`config.mk`:
```
export PLATFORM = sky130hd
export DESIGN_NAME = triad_dff_bank
export DESIGN_NICKNAME = d
export VERILOG_FILES = /design/src/rtl/triad_ff_pkg.sv /design/src/rtl/triad_clk_qual.sv /design/src/rtl/triad_ovr_decode.sv /design/src/rtl/triad_bit_cell.sv /design/src/rtl/triad_dff_bank.sv
export SDC_FILE = /design/constraint.sdc
export NUM_CORES = 1
export LEC_CHECK = 0
export ABC_AREA = 1
export BUFFER_PORTS_ARGS = -buffer_cell sky130_fd_sc_hd__buf_2
export CAP_MARGIN = 20
export CORE_AREA = 2 2 49 42
export CTS_CLUSTER_DIAMETER = 200
export DETAILED_ROUTE_END_ITERATION = 7
export DIE_AREA = 0 0 51 44
export MAX_ROUTING_LAYER = met4
export PLACE_DENSITY = 0.7
export SYNTH_ARGS = -nofsm -noshare
export SYNTH_HDL_FRONTEND = slang
export SYNTH_SLANG_ARGS = --single-unit
```
`constraint.sdc`:
```
create_clock -name clk -period 1.35 [get_ports clk]
set_clock_uncertainty 0.05 [all_clocks]
set_input_delay 0.135 -clock clk [delete_from_list [all_inputs] [get_ports clk]]
set_output_delay 0.135 -clock clk [all_outputs]
set_load 0.01 [all_outputs]
```
`src/rtl/triad_ff_pkg.sv`:
```
package triad_ff_pkg;
  // What one element does at the next clk edge.
  typedef enum logic [2:0] {
    ACT_HOLD = 3'd0,
    ACT_LOAD = 3'd1,
    ACT_SET  = 3'd2,
    ACT_CLR  = 3'd3,
    ACT_BOTH = 3'd4
  } ff_act_e;
endpackage

```
`src/rtl/triad_clk_qual.sv`:
```
module triad_clk_qual (
  input  logic clk,
  input  logic rst,
  input  logic bit_clk,
  input  logic glb_clk,
  input  logic d,
  output logic rise,
  output logic master
);
  logic eff;
  logic eff_prev;

  assign eff  = bit_clk | glb_clk;
  assign rise = eff & ~eff_prev;

  // The previous level is tracked in reset too, so a clock that is
  // already high at reset release does not count as a rising edge.
  always_ff @(posedge clk) begin
    eff_prev <= eff;
  end

  // The front stage is open only while the effective clock is low.
  always_ff @(posedge clk) begin
    if (rst) begin
      master <= 1'b0;
    end else if (!eff) begin
      master <= d;
    end
  end

  p_master_track_r2: assert property (@(posedge clk) disable iff (rst)
    (!(bit_clk | glb_clk)) |=> (master == $past(d)));

  p_master_frozen_r6: assert property (@(posedge clk) disable iff (rst)
    (bit_clk | glb_clk) |=> $stable(master));
endmodule

```
`src/rtl/triad_ovr_decode.sv`:
```
module triad_ovr_decode
  import triad_ff_pkg::*;
(
  input  logic    bit_set,
  input  logic    bit_clr,
  input  logic    glb_set,
  input  logic    glb_clr,
  input  logic    rise,
  output ff_act_e act
);
  logic set_any;
  logic clr_any;

  assign set_any = bit_set | glb_set;
  assign clr_any = bit_clr | glb_clr;

  // Priority: the set/clear levels first, then a rising clock, then hold.
  always_comb begin
    if (set_any && clr_any) begin
      act = ACT_BOTH;
    end else if (set_any) begin
      act = ACT_SET;
    end else if (clr_any) begin
      act = ACT_CLR;
    end else if (rise) begin
      act = ACT_LOAD;
    end else begin
      act = ACT_HOLD;
    end
  end
endmodule

```
`src/rtl/triad_bit_cell.sv`:
```
module triad_bit_cell
  import triad_ff_pkg::*;
(
  input  logic clk,
  input  logic rst,
  input  logic d,
  input  logic bit_clk,
  input  logic glb_clk,
  input  logic bit_set,
  input  logic bit_clr,
  input  logic glb_set,
  input  logic glb_clr,
  output logic q,
  output logic qn
);
  logic    rise;
  logic    master;
  ff_act_e act;

  triad_clk_qual u_qual (
    .clk     (clk),
    .rst     (rst),
    .bit_clk (bit_clk),
    .glb_clk (glb_clk),
    .d       (d),
    .rise    (rise),
    .master  (master)
  );

  triad_ovr_decode u_dec (
    .bit_set (bit_set),
    .bit_clr (bit_clr),
    .glb_set (glb_set),
    .glb_clr (glb_clr),
    .rise    (rise),
    .act     (act)
  );

  always_ff @(posedge clk) begin
    if (rst) begin
      q  <= 1'b0;
      qn <= 1'b1;
    end else begin
      unique case (act)
        ACT_BOTH: begin q <= 1'b1;   qn <= 1'b1;    end
        ACT_SET:  begin q <= 1'b1;   qn <= 1'b0;    end
        ACT_CLR:  begin q <= 1'b0;   qn <= 1'b1;    end
        ACT_LOAD: begin q <= master; qn <= ~master; end
        default:  begin q <= q;      qn <= ~q;      end
      endcase
    end
  end

  logic s_on;
  logic c_on;
  assign s_on = bit_set | glb_set;
  assign c_on = bit_clr | glb_clr;

  p_reset_state_r1: assert property (@(posedge clk)
    rst |=> (!q && qn));

  p_load_r3: assert property (@(posedge clk) disable iff (rst)
    (!s_on && !c_on && rise) |=> (q == $past(master)));

  p_hold_r6: assert property (@(posedge clk) disable iff (rst)
    (!s_on && !c_on && !rise) |=> $stable(q));

  p_set_r7: assert property (@(posedge clk) disable iff (rst)
    (s_on && !c_on) |=> (q && !qn));

  p_clr_r7: assert property (@(posedge clk) disable iff (rst)
    (c_on && !s_on) |=> (!q && qn));

  p_both_high_r10: assert property (@(posedge clk) disable iff (rst)
    (s_on && c_on) |=> (q && qn));

  p_complement_r12: assert property (@(posedge clk) disable iff (rst)
    (!s_on && !c_on) |=> (qn == !q));
endmodule

```
`src/rtl/triad_dff_bank.sv`:
```
module triad_dff_bank #(
  parameter int NUM_BITS = 3
) (
  input  logic                clk,
  input  logic                rst,
  input  logic [NUM_BITS-1:0] d_i,
  input  logic [NUM_BITS-1:0] bclk_i,
  input  logic                gclk_i,
  input  logic [NUM_BITS-1:0] bset_i,
  input  logic [NUM_BITS-1:0] bclr_i,
  input  logic                gset_i,
  input  logic                gclr_i,
  output logic [NUM_BITS-1:0] q_o,
  output logic [NUM_BITS-1:0] qn_o
);
  localparam int LAST_BIT = NUM_BITS - 1;

  for (genvar gi = 0; gi <= LAST_BIT; gi++) begin : g_cell
    triad_bit_cell u_cell (
      .clk     (clk),
      .rst     (rst),
      .d       (d_i[gi]),
      .bit_clk (bclk_i[gi]),
      .glb_clk (gclk_i),
      .bit_set (bset_i[gi]),
      .bit_clr (bclr_i[gi]),
      .glb_set (gset_i),
      .glb_clr (gclr_i),
      .q       (q_o[gi]),
      .qn      (qn_o[gi])
    );
  end

  p_glb_set_r8: assert property (@(posedge clk) disable iff (rst)
    (gset_i && !gclr_i && (bclr_i == '0)) |=> (q_o == '1 && qn_o == '0));

  p_glb_clr_r8: assert property (@(posedge clk) disable iff (rst)
    (gclr_i && !gset_i && (bset_i == '0)) |=> (q_o == '0 && qn_o == '1));
endmodule

```
== Yosys cells after proc, flatten, opt, wreduce, memory -nomap -nowiden ==
Index checks and enable logic that the tools add are counted.

* Divide/modulo/power cells: 0
* Magnitude comparators: 0
* Equal/unequal tests: 12
* Mux-type cells: 18
* Reductions and logical operators: 12
* Bitwise operators: 21
* Shifts and indexed selects: 0
* $mul: 0
* $add $sub $neg: 0

{| class="wikitable"
|+ Operators by type and width
! operator !! count
|-
| $eq A3 B2 Y1 const B || 6
|-
| $pmux W1 S3 || 6
|-
| $mux W2 || 6
|-
| $reduce_or A2 Y1 || 6
|-
| $eq A3 B1 Y1 const B || 3
|-
| $eq A3 B3 Y1 const B || 3
|-
| $mux W3 || 3
|-
| $not A1 Y1 || 9
|-
| $or A1 B1 Y1 || 9
|-
| $reduce_bool A3 Y1 || 3
|-
| $and A1 B1 Y1 || 3
|-
| $logic_and A1 B1 Y1 || 3
|-
| $mux W1 || 3
|}

* Register bits: 12
* Memories: 0
* Output and inout port bits: 6
* Logic and storage cells: 75
* ROM bits: 0
* Bits of input ports: 17
* RAM bits: 0
* Bits in latches: 0

== Depth between registers and ports, before layout ==
Gate-level depths: netlist of the first run.

* Depth after elaboration: 9
* Depth in mapped cells: 9

== By module ==
A second synthesis of the first run with hierarchy kept.

* Cells, all modules: 120
* Area total of the unflattened synthesis: 754.5 sq um

{| class="wikitable"
|+ Modules (own cells, without submodules)
! module !! cells each !! instances !! seq. area each (sq um) !! area each (sq um)
|-
| triad_bit_cell || 19 || 3 || 40.0 || 117.6
|-
| triad_clk_qual || 11 || 3 || 40.0 || 81.3
|-
| triad_ovr_decode || 10 || 3 || 0.0 || 52.6
|}

== Least setup slack after synthesis of the first run ==
Ideal clock, no wire load.

* Kind: input -> register
* From: input port gclr_i
* To: register g_cell[2].u_cell.q
* Setup time: 0.114 ns
* Arrival time: 1.052 ns
* Path slack: 0.135 ns
* Path buffers: 0
* Stages on the path: 7
* Path through: nor2_4 > inv_1 > ha_1 > nor3_1 > nand3_1 > nand2_1 > a21oi_2

* Longest elaborated chain between the ends: 7
* Elaborated cells between the ends (all ways): 12
* Those cells by class: 4 x eq/ne; 4 x mux; 1 x bitwise; 3 x reduce/logical

{| class="wikitable"
|+ Ends and longest elaborated chain
! item !! line !! text
|-
| start: declaration || triad_dff_bank.sv:12 || <nowiki>input logic gclr_i,</nowiki>
|-
| $or A1 B1 Y1 * || -- ||
|-
| $mux W2 || triad_ovr_decode.sv:23 || <nowiki>end else if (clr_any) begin</nowiki>
|-
| $mux W2 || triad_ovr_decode.sv:21 || <nowiki>end else if (set_any) begin</nowiki>
|-
| $mux W3 * || triad_ovr_decode.sv:19 || <nowiki>if (set_any && clr_any) begin</nowiki>
|-
| $eq A3 B3 Y1 or $eq A3 B2 Y1 (tied branches) || triad_bit_cell.sv:44 || <nowiki>unique case (act)</nowiki>
|-
| $reduce_or A2 Y1 (no line) || -- ||
|-
| $pmux W1 S3 or $reduce_bool A3 Y1 (tied branches) || -- ||
|-
| end signal: assignment || triad_bit_cell.sv:48 || <nowiki>ACT_LOAD: begin q <= master; qn <= ~master; end</nowiki>
|-
| end signal: assignment || triad_bit_cell.sv:49 || <nowiki>default: begin q <= q; qn <= ~q; end</nowiki>
|-
| end: declaration || triad_bit_cell.sv:13 || <nowiki>output logic q,</nowiki>
|}

Every way passes the cells marked *; elsewhere a longest branch is shown, timed or not.
A chain may end at the register's enable or synchronous reset.

== Worst setup path after layout of the first run ==
Same ends and word-level chain as after synthesis.

==> flow_summary.toml, run 1 <==
[outcome]
status = "finished, final reports clean"

[setup_path]
start_kind = "input port"
path_class = "input port to register"
cp.required_ps = 1470
arrival_ps = 1250
path_max_fanout = 3
worstSetupEndpointType = "register"

[clock_tree]
cts_tree = "done"
clk_path_buf_depth = 2
cts_made_buffers = 3
cts.sinks = 12
clk_latency_ps = 270
cts_htree_levels = 1
cts_resized = 0
clk_pin_slew_worst_paths_ps = 80
cts_setup_buffers = 0
cts_root_buffer = "clkbuf_4"

[finish]
diodes = 0
area_growth_pct = 24.5
final_core_util_pct = 57.9
stdcell_area_mm2 = 0.00102
nets = 162
drive_gt1_share_pct = 37.1

[power]
ir_worst_vdd_mv = 0.619
pwr_density_cell_mw_per_mm2 = 826
leakage_nw = 0.520

[drt]
drc = 0
num_vias = 682
via_per_inst = 4.37
wl_per_cell_um = 9.23
drt_pass1_iterations = 4
ant_nets = 0
routed_wl_um = 1440
drtIter0Drc = 10

[sta]
hold_viol_final = 0
tightest_slew_ps = 249
fmax_mhz = 887
setup_violations = 0
rsz0062_at_grt = "no"
min_period_over_period_pct = 83.5
finalSetupTns_ps = 0
slew_violations = 0
max-slew-margin-rel_pct = 83.2
period_minus_slack_ps = 1130

[global_route]
grt_pass1_vias = 623
grt_pass1_wl_um = 2590
antenna_found_initial = 0
grt_remaining_overflow = 0
groute.usage.overall_pct = 16.3
grt_max_degree = 9

[die]
die_h_um = 44
fp-row-count = 14
coreArea_mm2 = 0.00177
io_pins = 23
die_area_mm2 = 0.00224
initial_utilization_pct = 46.5
die_w_um = 51

[yosys]
synth_cell_types = 18
yosys_warnings = 0
synth_seq_area_share_pct = 29.2
syn_inst = 103
ys_ff_latch = 12
syn_nets = 132
syn_avg_cell_area_um2 = 7.98
syn_area_um2 = 822

[place]
place.gp.congestion = 0.728
io_buffers = 22
dpl.hpwl_um = 1220
place_area_um2 = 977

[min_path]
min_path_type = "input port to register"

[job]
max_cap_viol_count = 0
[repair_timing]
| item | in CTS | in global routing |
|---|---|---|
| hold buffers | 1 | 0 |
| setup endpoints to repair | 0 | 0 |
| hold endpoints to repair | 1 | 0 |
[worst paths after layout]
kind,startpoint,endpoint,slack [ps],cells after the start
min reg2reg,g_cell[2].u_cell.u_qual.master,g_cell[2].u_cell.u_qual.master,410,2
max reg2reg,g_cell[0].u_cell.u_qual.eff_prev,g_cell[0].u_cell.q,420,6
max,gclr_i,g_cell[2].u_cell.q,220,8
min,bclk_i[0],g_cell[0].u_cell.u_qual.eff_prev,60,2
[logic make-up after synthesis]
| logic type | count (synthesis) | share of synthesized area (%) |
|---|---|---|
| adder cells (fa/ha/maj) | 12 | 18.3 |
| AND/OR/NAND/NOR | 37 | 25.1 |
| flip-flops | 12 | 29.2 |
| multiplexers | 2 | 2.74 |
| buffers and inverters | 28 | 15.5 |
| AO/OA/AOI/OAI | 12 | 9.13 |
[synthesized netlist by cell type]
library cell / number / share of area [%]
nand2_2: 2 / 1.5
ha_1: 12 / 18
mux2_2: 2 / 2.7
a21oi_1: 4 / 2.4
nand3_1: 5 / 3.0
nor2_4: 4 / 5.5
a21oi_2: 2 / 2.1
nand2_1: 10 / 4.6
dfxtp_1: 12 / 29
o21ai_0: 4 / 2.4
nor3_1: 2 / 1.2
buf_4: 6 / 5.5
or2_2: 2 / 1.5
and2_2: 1 / 0.91
inv_1: 22 / 10
nand4_1: 6 / 4.6
o21ai_2: 2 / 2.1
nor2_1: 5 / 2.3
[placed cells by master (no fill, tap or decap)]
| master | instances |
|---|---|
| inv_1 | 22 |
| dlygate4sd3_1 | 1 |
| buf_2 | 22 |
| ha_1 | 12 |
| buf_4 | 8 |
| clkbuf_8 | 1 |
| or2_2 | 2 |
| o21ai_0 | 4 |
| a21oi_1 | 4 |
| and2_2 | 1 |
| nor2_1 | 5 |
| mux2_2 | 2 |
| nand2_1 | 10 |
| clkbuf_4 | 3 |
| nand2_2 | 2 |
| o21ai_2 | 2 |
| nand3_1 | 5 |
| nor2_4 | 4 |
| a21oi_2 | 2 |
| dfxtp_1 | 12 |
| nand4_1 | 6 |
| nor3_1 | 2 |
[through the flow]
| stage | std cells | hold slack [ps] | power [mW] | setup slack, ps |
|---|---|---|---|---|
| after floorplan | 103 | 147 | 0.508 | 135 |
| after global placement | 151 | 259 | 0.567 | -41.1 |
| after detailed placement | 151 | 265 | 0.572 | -64.3 |
| after CTS | 156 | 53.8 | 0.856 | 227 |
| after global routing | 156 | 66.2 | 0.902 | 80.0 |
| final | 156 | 57.0 | 0.845 | 223 |
[state kept, by name, indices dropped and copies added, names as in the netlist]
register / cells
g_cell.u_cell.qn: 3
g_cell.u_cell.u_qual.master: 3
g_cell.u_cell.q: 3
g_cell.u_cell.u_qual.eff_prev: 3
[cell type report]
class | instances | area, µm²
repair buffers | 31 | 180
multi-input cells | 63 | 454
flip-flops and latches | 12 | 240
fillers | 181 | 746
inverters | 22 | 82.6
well taps | 24 | 30.0
clock buffers | 4 | 36.3
[worst max-delay path, stage by stage]
cell and delay (ps):
buf_2 150, nor2_4 110, inv_1 60, ha_1 280
nor3_1 250, nand3_1 140, nand2_1 100, a21oi_2 30
[power by group]
part           internal, mW  switching, mW
clock                 0.164          0.117
sequential            0.376        0.00869
combinational        0.0841         0.0957
total                 0.624          0.221
[routing by layer]
metal | GRT usage (%) | wire length, µm
met2 | 26.0 | 641
met4 | 3.24 | 13
met5 | - | 0
met3 | 6.21 | 96
met1 | 19.7 | 688
Power figures use the tool's default switching activity.
==> run 2, diff against run 1 <==
--- a/config.mk
+++ b/config.mk
@@ -5,15 +5,15 @@
 export SDC_FILE = /design/constraint.sdc
 export NUM_CORES = 1
 export LEC_CHECK = 0
-export ABC_AREA = 1
+export ABC_AREA = 0
 export BUFFER_PORTS_ARGS = -buffer_cell sky130_fd_sc_hd__buf_2
 export CAP_MARGIN = 20
-export CORE_AREA = 2 2 49 42
+export CORE_AREA = 2 2 44 46
 export CTS_CLUSTER_DIAMETER = 200
 export DETAILED_ROUTE_END_ITERATION = 7
-export DIE_AREA = 0 0 51 44
+export DIE_AREA = 0 0 46 48
 export MAX_ROUTING_LAYER = met4
-export PLACE_DENSITY = 0.7
+export PLACE_DENSITY = 0.69
 export SYNTH_ARGS = -nofsm -noshare
 export SYNTH_HDL_FRONTEND = slang
 export SYNTH_SLANG_ARGS = --single-unit
==> constraint.sdc (replaced) <==
create_clock -name clk -period 1.05 [get_ports clk]
set_clock_uncertainty 0.05 [all_clocks]
set_input_delay 0.105 -clock clk [delete_from_list [all_inputs] [get_ports clk]]
set_output_delay 0.105 -clock clk [all_outputs]
set_load 0.01 [all_outputs]
==> run 2 against run 1 <==
Effect of this change: the run now ends with negative setup slack left; critical path depth decreased by 2; worst setup slack got worse by 500 ps; combinational power grew 64%; global-route usage up 2.0 points; routed wire length up 17%; core utilization increased by 11 points; register-to-register slack got worse by 520 ps; critical endpoint is now g_cell[1].u_cell.qn; largest cell class unchanged.
==> flow_summary.toml, run 2 <==
[sta]
layout_setup_ws_ps = -279
setup_violations = 6
worst_hold_slack_ps = 16.0
finalSetupTns_ps = -1210
period_minus_slack_ps = 1330
tightest_slew_ps = 319
min_period_over_period_pct = 127
slew_violations = 0
rsz0062_at_grt = "yes"
hold_viol_final = 0
max-slew-margin-rel_pct = 78.7
fmax_mhz = 753

[global_route]
grt_max_degree = 9
groute.usage.overall_pct = 18.2
grt_pass1_wl_um = 2780
antenna_found_initial = 0
grt_pass1_vias = 661
grt_remaining_overflow = 0

[die]
coreArea_mm2 = 0.00169
io_pins = 23
fp-row-count = 15
initial_utilization_pct = 46.9
die_w_um = 46
die_h_um = 48
die_area_mm2 = 0.00221

[yosys]
synth_edf_count = 0
synth_top_cells_by_area = "dfxtp_1 (30%), ha_1 (19%), buf_4 (5.7%)"
syn_area_um2 = 792
synth_common_cells = "dfxtp_1 (12), ha_1 (12), inv_1 (11), nor2_1 (10), nand2_1 (8)"
ys_async_sr_fraction_pct = 0
synth_seq_area_share_pct = 30.3
syn_avg_cell_area_um2 = 8.70
synth_cell_types = 20
synth_top_area_cell = "dfxtp_1"
syn_nets = 120
syn_inst = 91
ys_ff_latch = 12
synth_top_area_share_pct = 30.3
synth_ff_type = "dfxtp_1"
yosys_warnings = 0

[power]
power_mw = 1.07
ir_worst_vdd_mv = 0.834
pwr_density_cell_mw_per_mm2 = 925
leakage_nw = 0.531

[place]
dpl.hpwl_um = 1370
io_buffers = 22
place.gp.congestion = 0.786
placed_cells = 138

[clock_tree]
clk_latency_ps = 270
cts_tree = "done"
cts.sinks = 12
clk_path_buf_depth = 2
cts_made_buffers = 3
cts_htree_levels = 1
cts_root_buffer = "clkbuf_4"
clk_pin_slew_worst_paths_ps = 70

[drt]
wl_per_cell_um = 11.7
drtIter0Drc = 10
routed_wl_um = 1690
num_vias = 732
drt_pass1_iterations = 4
drc = 0
via_per_inst = 5.05
ant_nets = 0

[finish]
nFillCells = 132
nets = 159
stdcell_count = 145
area_growth_pct = 45.8
layout.area.seq_um2 = 240
mostFrequentLayoutCells = "buf_2 (21), buf_4 (14), dfxtp_1 (12)"
final_core_util_pct = 68.4
final_common_cell = "buf_2"
multi_input_area_um2 = 553
diodes = 0
drive_gt1_share_pct = 46.1

[setup_path]
worstSetupEndpointType = "register"
arrival_ps = 1470
cp.required_ps = 1190
path_class = "input port to register"
path_max_fanout = 4
start_kind = "input port"

[job]
max_cap_viol_count = 0

[outcome]
violations = "negative setup slack"
status = "complete, but fails checks"

[min_path]
min_path_type = "input port to register"
==> run 2: changes by cell type after synthesis, sizes merged, moves of 2 or more <==
cell / previous run / this run
nand3: 5 / 0
or4: 0 / 2
nand2: 12 / 8
inv: 22 / 11
o311a: 0 / 2
nor3: 2 / 0
o31ai: 0 / 2
o21ai: 6 / 4
and2: 1 / 3
nand4: 6 / 0
o21bai: 0 / 3
mux2i: 0 / 3
mux2: 2 / 0
==> run 2: cells by family after synthesis <==
| family | count (synthesis) | synth area share (%) |
|---|---|---|
| mux | 3 | 3.79 |
| buf+inv | 17 | 10.9 |
| fa+ha+maj | 12 | 19.0 |
| flops | 12 | 30.3 |
| compound gates | 21 | 20.1 |
| simple gates | 26 | 16.0 |
==> run 2: what timing repair did <==
action | 4_1_cts | 5_1_grt
gates resized for setup | 3 | 2
endpoints found under the setup margin | 6 | 6
hold buffers | 2 | 0
hold endpoints to repair | 1 | 0
buffers inserted | 2 | 0
pin swaps | 3 | 1
==> run 2: worst paths after layout <==
| kind | startpoint | endpoint | slack (ps) | depth (start not counted) |
|---|---|---|---|---|
| max reg2reg | g_cell[0].u_cell.u_qual.eff_prev | g_cell[0].u_cell.q | -100 | 3 |
| max | gset_i | g_cell[1].u_cell.qn | -280 | 6 |
| min reg2reg | g_cell[1].u_cell.q | g_cell[1].u_cell.qn | 430 | 1 |
| min | bclk_i[2] | g_cell[2].u_cell.u_qual.eff_prev | 20 | 3 |
==> run 2: final cells by class <==
class	instances	share of cell area (%)
multi-input cells	62	47.9
inverters	11	3.58
flip-flops and latches	12	20.8
well taps	17	1.84
repair buffers	40	23.9
clock buffers	3	1.95
==> run 2: metal layers <==
layer,wire [µm],GRT usage [%]
met3,86,5.66
met4,10,5.14
met5,0,-
met2,818,29.4
met1,775,21.8
==> run 2: worst max-delay path, stage by stage <==
cell and delay [ps]:
buf_8 100, or2_4 250, ha_4 150, or4_4 480, o311a_1 310, o31ai_1 70
==> run 2: per-stage QoR <==
stage	area, µm²	worst slack, ps
final	1150	-279
after CTS	1150	-272
after detailed placement	1080	-586
after floorplan	880	-413
after global routing	1150	-298
after global placement	1080	-547
==> run 2: power breakdown <==
group / internal, mW / switching, mW
logic: 0.158 / 0.137
registers: 0.481 / 0.0125
clock network: 0.133 / 0.148
==> run 3, diff against run 2 <==
--- a/config.mk
+++ b/config.mk
@@ -8,12 +8,12 @@
 export ABC_AREA = 0
 export BUFFER_PORTS_ARGS = -buffer_cell sky130_fd_sc_hd__buf_2
 export CAP_MARGIN = 20
-export CORE_AREA = 2 2 44 46
+export CORE_AREA = 2 2 50 43
 export CTS_CLUSTER_DIAMETER = 200
 export DETAILED_ROUTE_END_ITERATION = 7
-export DIE_AREA = 0 0 46 48
+export DIE_AREA = 0 0 52 45
 export MAX_ROUTING_LAYER = met4
-export PLACE_DENSITY = 0.69
+export PLACE_DENSITY = 0.68
 export SYNTH_ARGS = -nofsm -noshare
 export SYNTH_HDL_FRONTEND = slang
 export SYNTH_SLANG_ARGS = --single-unit
==> constraint.sdc (replaced) <==
create_clock -name clk -period 1.1 [get_ports clk]
set_clock_uncertainty 0.05 [all_clocks]
set_input_delay 0.11 -clock clk [delete_from_list [all_inputs] [get_ports clk]]
set_output_delay 0.11 -clock clk [all_outputs]
set_load 0.01 [all_outputs]
==> run 3 against run 2 <==
Effect of this change: the run still ends with negative setup slack left; sequential share of layout area rose by 0.27 points; hold slack got worse by 6.2 ps; critical path depth unchanged; sequential power down 4.3%; first-iteration DRC count shrank 60%; worst setup slack gained 45 ps.
==> flow_summary.toml, run 3 (synthesis results as in run 2) <==
[min_path]
holdPathStages = 3
whs_endpoint = "g_cell[1].u_cell.u_qual.eff_prev"
hp-start = "bclk_i[1]"
min_path_type = "input port to register"

[setup_path]
reg2reg_to = "g_cell[0].u_cell.q"
worstSetupEndpointType = "register"
path_class = "input port to register"
cp_slowest_cell = "or4_4"
max_stage_delay_ps = 480
crit_chain = "buf_6, or2_4, ha_4, or4_4, o311a_1, o31ai_2"
path_max_fanout = 3
critPathTopFamily = "simple AND/OR/NAND/NOR gates"
critical_path_buf_inv_count = 1
reg2reg_setup_slack_ps = -50
arrival_ps = 1480
r2r_cells = 3
cp.required_ps = 1250
r2r-start = "g_cell[0].u_cell.u_qual.eff_prev"
start_kind = "input port"

[sta]
min_period_over_period_pct = 121
slew_violations = 0
hold_viol_final = 0
period_minus_slack_ps = 1330
rsz0062_at_grt = "yes"
layout_setup_ws_ps = -234
max-slew-margin-rel_pct = 78.6
setup_violations = 6
tightest_slew_ps = 321
fmax_mhz = 749

[place]
place.gp.congestion = 0.788
io_buffers = 22
dpl.hpwl_um = 1360
place_ws_ps = -551

[power]
leakage_nw = 0.515
ir_worst_vdd_mv = 0.923
pwr_density_cell_mw_per_mm2 = 956

[clock_tree]
cts_made_buffers = 3
cts.sinks = 12
cts_htree_levels = 1
clk_latency_ps = 280
clk_pin_slew_worst_paths_ps = 80
clk_path_buf_depth = 2
cts_tree = "done"
cts_root_buffer = "clkbuf_4"

[drt]
drt_pass1_iterations = 4
drtIter0Drc = 4
routed_wl_um = 1590
via_per_inst = 4.67
num_vias = 700
ant_nets = 0
wl_per_cell_um = 10.6
drc = 0

[finish]
mostFrequentLayoutCells = "buf_2 (21), buf_4 (13), dfxtp_1 (12)"
multi_input_area_um2 = 558
area_growth_pct = 43.9
diodes = 0
final_core_util_pct = 63.2
final_common_cell = "buf_2"
drive_gt1_share_pct = 46.0
nFillCells = 163
layout.area.seq_um2 = 240
nets = 156

[global_route]
antenna_found_initial = 0
grt_pass1_wl_um = 2780
groute.usage.overall_pct = 16.9
grt_max_degree = 9
grt_pass1_vias = 665
grt_remaining_overflow = 0

[die]
die_area_mm2 = 0.00234
die_h_um = 45
fp-row-count = 14
io_pins = 23
initial_utilization_pct = 43.9
die_w_um = 52
coreArea_mm2 = 0.00180

[outcome]
violations = "negative setup slack"
status = "complete, but fails checks"

[job]
max_cap_viol_count = 0
==> run 3: changes by cell type in the layout (fill, tap and decap cells not counted), sizes merged <==
cell and delta:
clkbuf +1, buf -3
==> run 3: layout make-up <==
class / count / area share (%)
inverter: 11 / 3.62
sequential: 12 / 21.1
clock buffer: 4 / 3.18
multi-input combinational: 62 / 49.0
timing repair buffer: 37 / 20.5
tap: 24 / 2.63
==> run 3: per-stage QoR <==
step / std cells / hold WS, ps / TNS [ps] / total power, mW / area (µm²)
floorplan: 91 / 129 / -1510 / 0.632 / 880
global placement: 143 / 284 / -2640 / 0.724 / 1060
detailed placement: 143 / 296 / -2750 / 0.735 / 1060
CTS: 150 / 3.34 / -852 / 1.10 / 1130
global route: 150 / 7.97 / -1130 / 1.15 / 1140
finish: 150 / 9.76 / -877 / 1.09 / 1140
==> run 3: what timing repair did <==
action | 4_1_cts | 5_1_grt
setup endpoints to repair | 6 | 6
gates resized for setup | 2 | 1
buffers inserted | 1 | 0
pin swaps | 2 | 1
endpoints found under the hold margin | 2 | 0
hold buffers | 2 | 0
==> run 3: worst max path at each step <==
stage / from / endpoint / slack, ps / cells past startpoint
2_1_floorplan: gset_i / g_cell[1].u_cell.qn / -370 / 5
3_3_place_gp: gset_i / g_cell[1].u_cell.qn / -490 / 6
3_5_place_dp: gset_i / g_cell[1].u_cell.qn / -550 / 6
4_1_cts: gset_i / g_cell[1].u_cell.qn / -230 / 6
5_1_grt: gset_i / g_cell[1].u_cell.qn / -260 / 6
6_report: gset_i / g_cell[1].u_cell.qn / -230 / 6
==> run 3: power by group <==
| part | total (mW) | internal [mW] | switching [mW] | leakage [nW] |
|---|---|---|---|---|
| Clock | 0.356 | 0.201 | 0.155 | 0.0210 |
| Combinational | 0.261 | 0.136 | 0.125 | 0.394 |
| Sequential | 0.472 | 0.459 | 0.0130 | 0.0994 |
==> run 3: tightest hold or removal path, stage by stage <==
cell	delay (ps)
buf_2	90
nor2_1	40
inv_1	60
==> run 3: per-layer routing <==
metal,vias to the layer above,track usage [%],routed length [µm]
met4,0,4.74,20
li1,372,-,-
met1,307,20.0,736
met5,-,-,0
met2,17,27.3,738
met3,4,5.96,92
